### src/rtl/cr_mode_pkg.sv
package cr_mode_pkg;

  // Bit positions inside the control byte
  localparam int SW1_BIT   = 0;
  localparam int SW2_BIT   = 1;
  localparam int SEL_LO    = 2;
  localparam int SEL_W     = 2;
  localparam int SLEEP_BIT = 7;

  // Card select codes
  localparam logic [SEL_W-1:0] SEL_NONE  = 2'b00;
  localparam logic [SEL_W-1:0] SEL_CARD1 = 2'b01;
  localparam logic [SEL_W-1:0] SEL_CARD2 = 2'b10;

  typedef enum logic [1:0] {
    MODE_PASS   = 2'b00,
    MODE_READER = 2'b01,
    MODE_SLEEP  = 2'b10
  } opMode_e;

  // Strobes from control to datapath
  typedef struct packed {
    logic regWr;   // store write data this cycle
    logic rdHit;   // read address decodes to the register
    logic ovr1;    // force port 1 switches off
    logic ovr2;    // force port 2 switches off
  } ctrlStrobe_t;

endpackage

### src/rtl/cr_mode_seq.sv
module cr_mode_seq
  import cr_mode_pkg::*;
#(
  parameter int                ADDR_W   = 8,
  parameter logic [ADDR_W-1:0] REG_ADDR = '0
) (
  input  logic              clk,
  input  logic              rstN,
  input  logic [ADDR_W-1:0] busAddr,
  input  logic              busWrEn,
  input  logic              sleepQ,
  input  logic [SEL_W-1:0]  selQ,
  output ctrlStrobe_t       strobe,
  output logic [1:0]        opMode,
  output logic [1:0]        usbRoute
);

  logic             effSleep;
  logic [1:0]       effCard;
  logic [1:0]       routeLive;
  logic             addrHit;
  opMode_e          modeNow;

  assign addrHit = (busAddr == REG_ADDR);

  // Effective state follows the stored register one edge later.
  // The card selection is frozen while the stored sleep bit is set.
  always_ff @(posedge clk or negedge rstN) begin
    if (!rstN) begin
      effSleep <= 1'b0;
      effCard  <= 2'b00;
    end else begin
      effSleep <= sleepQ;
      if (!sleepQ) begin
        unique case (selQ)
          SEL_NONE:  effCard <= 2'b00;
          SEL_CARD1: effCard <= 2'b01;
          SEL_CARD2: effCard <= 2'b10;
          default:   effCard <= effCard;  // reserved code: hold
        endcase
      end
    end
  end

  assign routeLive = effSleep ? 2'b00 : effCard;

  always_comb begin
    if (effSleep)        modeNow = MODE_SLEEP;
    else if (|routeLive) modeNow = MODE_READER;
    else                 modeNow = MODE_PASS;
  end

  always_comb begin
    strobe.regWr = busWrEn & addrHit;
    strobe.rdHit = addrHit;
    strobe.ovr1  = routeLive[0];
    strobe.ovr2  = routeLive[1];
  end

  assign opMode   = modeNow;
  assign usbRoute = routeLive;

endmodule

### src/rtl/cr_mode_dp.sv
module cr_mode_dp
  import cr_mode_pkg::*;
#(
  parameter int DATA_W = 8
) (
  input  logic              clk,
  input  logic              rstN,
  input  ctrlStrobe_t       strobe,
  input  logic [DATA_W-1:0] busWrData,
  output logic [DATA_W-1:0] regQ,
  output logic [DATA_W-1:0] busRdData,
  output logic              swEn1,
  output logic              swEn2
);

  localparam logic [DATA_W-1:0] ONE = {{(DATA_W-1){1'b0}}, 1'b1};
  localparam logic [DATA_W-1:0] KEEP_MASK =
      (ONE << SW1_BIT) | (ONE << SW2_BIT) |
      (((ONE << SEL_W) - ONE) << SEL_LO) | (ONE << SLEEP_BIT);

  always_ff @(posedge clk or negedge rstN) begin
    if (!rstN)             regQ <= '0;
    else if (strobe.regWr) regQ <= busWrData & KEEP_MASK;
  end

  // Switch bits act at once; a routed port is forced off
  assign swEn1 = regQ[SW1_BIT] & ~strobe.ovr1;
  assign swEn2 = regQ[SW2_BIT] & ~strobe.ovr2;

  assign busRdData = strobe.rdHit ? regQ : '0;

endmodule

### src/rtl/cr_mode_ctl.sv
module cr_mode_ctl
  import cr_mode_pkg::*;
#(
  parameter int                ADDR_W   = 8,
  parameter int                DATA_W   = 8,
  parameter logic [ADDR_W-1:0] REG_ADDR = '0
) (
  input  logic              clk,
  input  logic              rstN,
  input  logic [ADDR_W-1:0] busAddr,
  input  logic              busWrEn,
  input  logic [DATA_W-1:0] busWrData,
  output logic [DATA_W-1:0] busRdData,
  output logic              swEn1,
  output logic              swEn2,
  output logic [1:0]        opMode,
  output logic [1:0]        usbRoute
);

  ctrlStrobe_t       strobe;
  logic [DATA_W-1:0] regQ;

  cr_mode_seq #(.ADDR_W(ADDR_W), .REG_ADDR(REG_ADDR)) seq_i (
    .clk      (clk),
    .rstN     (rstN),
    .busAddr  (busAddr),
    .busWrEn  (busWrEn),
    .sleepQ   (regQ[SLEEP_BIT]),
    .selQ     (regQ[SEL_LO +: SEL_W]),
    .strobe   (strobe),
    .opMode   (opMode),
    .usbRoute (usbRoute)
  );

  cr_mode_dp #(.DATA_W(DATA_W)) dp_i (
    .clk       (clk),
    .rstN      (rstN),
    .strobe    (strobe),
    .busWrData (busWrData),
    .regQ      (regQ),
    .busRdData (busRdData),
    .swEn1     (swEn1),
    .swEn2     (swEn2)
  );

endmodule

### config.mk
export PLATFORM = sky130hd
export DESIGN_NAME = cr_mode_ctl
export DESIGN_NICKNAME = d
export VERILOG_FILES = /design/src/rtl/cr_mode_pkg.sv /design/src/rtl/cr_mode_seq.sv /design/src/rtl/cr_mode_dp.sv /design/src/rtl/cr_mode_ctl.sv
export SDC_FILE = /design/constraint.sdc
export NUM_CORES = 1
export LEC_CHECK = 0
export BUFFER_PORTS_ARGS = -buffer_cell sky130_fd_sc_hd__buf_4
export CAP_MARGIN = 20
export CORE_AREA = 2 2 39 41
export CTS_BUF_LIST = sky130_fd_sc_hd__clkbuf_16
export CTS_CLUSTER_DIAMETER = 60
export DETAILED_ROUTE_END_ITERATION = 7
export DIE_AREA = 0 0 41 43
export GPL_TIMING_DRIVEN = 0
export PLACE_DENSITY_LB_ADDON = 0.25
export SLEW_MARGIN = 20
export SYNTH_ARGS = -nofsm -noshare
export SYNTH_HDL_FRONTEND = slang
export SYNTH_SLANG_ARGS = --single-unit
### constraint.sdc
create_clock -name clk -period 1.33 [get_ports clk]
set_input_delay 0.1995 -clock clk [delete_from_list [all_inputs] [get_ports clk]]
set_output_delay 0.1995 -clock clk [all_outputs]
set_load 0.01 [all_outputs]
==> metrics.cfg <==
[outcome]
status=finished, violations left
violations=setup timing

[cts]
cts_root_buffer=clkbuf_16
insertion_delay_ns=0.23
cts_buffers=3
htree_num_levels=1
max-clock-path-buffers=2
post_cts_buffers=0
cts_tree=yes
clock_sinks=8
path_clk_slew_ns=0.03

[layout]
multiInputGateArea_sq_um=226
stdcell_count=91
drive_above_1_share_pct=65.3
n_antenna_cell=0
final_area_sq_um=817
nFillCells=123
final_nets=96
area_growth_pct=78.4
regArea_sq_um=200

[synth]
synth_edf_count=0
synth_top_area_cell=dfrtp_1
yosys-top-cells-count=dfrtp_1, and2_1, nor2_1
ys.flop_type=dfrtp_1
seq_area_frac_synth_pct=43.7
netlist_instances=44
async_flop_share_pct=100
synthMostInstantiatedCell=dfrtp_1
syn_area_sq_um=458
yosys_register_bits=8
yosysWarningCount=0
yosys.cell_types.count=13
netlist_top_cells_area=dfrtp_1, mux2_4, buf_4, and2_1, nor2_1
synth.top_cell.area_share_pct=43.7
syn_avg_cell_area_sq_um=10.4

[timing]
slew_violations=0
max_freq_mhz=672
min_period_ns=1.49
clock-skew-final_ns=0.000351
timing.final.ws_setup_ns=-0.158
period_share_pct=112
setup_viol=10
hold_violations=0
rsz0062_at_grt=yes

[power]
powerDensity_mw_per_mm2=1090
p_total_mw=0.889
switching_share_pct=17.8
pwr-share-comb_pct=14.7
p_int_mw=0.731
pwr-share-seq_pct=30.4
p_leak_nw=0.464
switchingPower_mw=0.159
clkPwrFrac_pct=55.0
irDropWorstVdd_mv=0.600

[die]
die_area_sq_mm=0.00176
ios=33
fp.dieW_um=41
row_count=14
die_y_um=43
core_sq_mm=0.00138
initial_core_util_pct=33.1

[route]
wl_per_cell_um=9.78
dr.pass1.iters=1
ant_nets=0
dr_total_vias=378
first_iter_violations=0
avgViaCountPerCell=4.15
drt_wl_total_um=890
drc=0

[setup_path]
slowest_delay_ns=0.54
path_max_fanout=5
crit_buf_inv=1
cp-endpoint=dp_i.regQ[7]$_DFFE_PN0P_
crit_slowest_cell=or4_4
end_kind=flip-flop
regToRegStartpoint=dp_i.regQ[7]$_DFFE_PN0P_
reg2reg_depth=1
start_kind=input port
startpoint=busAddr[6]
cp_num_cells=4
cp_top_family=simple AND/OR/NAND/NOR gates
critical_path_class=in -> reg
crit_path_cell_trace=buf_6 > or4_4 > or3_4 > mux2_4
timing.rr.end=dp_i.regQ[7]$_DFFE_PN0P_
ff2ff_setup_slack_ns=0.52
cp.arrival_ns=1.60
required_ns=1.44

[global_routing]
grtUsageMet3_pct=3.14
antenna_found_initial=0
grt.overflow.total=0
grtUsageMet1_pct=15.4
met2_usage_pct=18.8
grt_pass1_wl_um=1460
grt_use_total_pct=12.6
grt_max_degree=9
first_global_vias=364
grt.busiest_layer=met2

[place]
hpwl_um=702
routabilityCongestion=0.634
place_inst=88
dp_slack_ns=-0.425
io_buffers=26
post_dp_cell_area_sq_um=681

[flow_run]
cap_violations=0

[min_path]
hold_path_class=in -> reg

[cells by family after synthesis]
group / Yosys count / share of synthesized area, %
buffers and inverters: 10 / 14.8
DFF: 8 / 43.7
muxes: 5 / 16.4
other: 1 / 0.819
and+or+nand+nor: 20 / 24.3
[placed cells by master, fill, tap and decap left out]
cell	count
mux2_4	5
nor2_1	6
and2_4	5
buf_6	9
inv_1	3
clkbuf_16	3
dlygate4sd3_1	1
conb_1	3
nand2_1	1
nand2b_1	2
dfrtp_1	8
and2_1	2
buf_4	23
or3_4	1
or4_4	2
nor2_4	1
[worst min-delay path by stage]
| stage | startpoint | cells after the start | slack, ns | end |
|---|---|---|---|---|
| 2_1_floorplan | rstN | 0 | -0.1 | dp_i.regQ[0]$_DFFE_PN0P_ |
| 3_3_place_gp | rstN | 1 | 0.02 | seq_i.effSleep$_DFF_PN0_ |
| 3_5_place_dp | rstN | 1 | 0.02 | seq_i.effSleep$_DFF_PN0_ |
| 4_1_cts | busWrData[7] | 2 | 0.20 | dp_i.regQ[7]$_DFFE_PN0P_ |
| 5_1_grt | busWrData[0] | 2 | 0.20 | dp_i.regQ[0]$_DFFE_PN0P_ |
| 6_report | busWrData[7] | 2 | 0.20 | dp_i.regQ[7]$_DFFE_PN0P_ |
[cell type report]
cell class	count	share of cell area, %
buffer	6	5.51
multi-input combinational	28	27.7
inverter	3	1.38
tap	16	2.45
clock buffer	3	9.19
sequential	8	24.5
timing repair buffer	27	29.2
[state kept, by name (all words and copies together) (netlist names)]
signal	flops
dp_i.regQ	5
seq_i.effCard	2
seq_i.effSleep	1
[stage by stage]
stage / setup TNS, ns / util, % / hold slack [ns]
2_1_floorplan: -1.46 / - / -0.0961
3_3_place_gp: -3.17 / 49.2 / 0.0191
3_5_place_dp: -3.14 / 49.2 / 0.0190
4_1_cts: -1.49 / 58.0 / 0.205
5_1_grt: -1.71 / 59.0 / 0.200
6_report: -1.38 / 59.0 / 0.205
[routing by layer]
layer,share of wire [%],routed length (um)
met5,0,0
met4,0,0
met3,7.8,69
met2,54,478
met1,38,342
[power by group through the flow]
| stage | clock [mW] | sequential (mW) | combinational, mW |
|---|---|---|---|
| 5_1_grt | 0.518 | 0.273 | 0.146 |
| 4_1_cts | 0.495 | 0.270 | 0.130 |
| 3_3_place_gp | 0 | 0.272 | 0.120 |
| 3_5_place_dp | 0 | 0.272 | 0.123 |
| 6_report | 0.489 | 0.270 | 0.130 |
| 2_1_floorplan | 0 | 0.269 | 0.0603 |
[timing repair]
action                                  in CTS  in global routing
resized for setup                           11                  7
pin swaps                                    3                  7
endpoints found under the hold margin        8                  0
endpoints found under the setup margin      10                 10
hold buffers                                 1                  0
(Power assumes the default switching activity.)
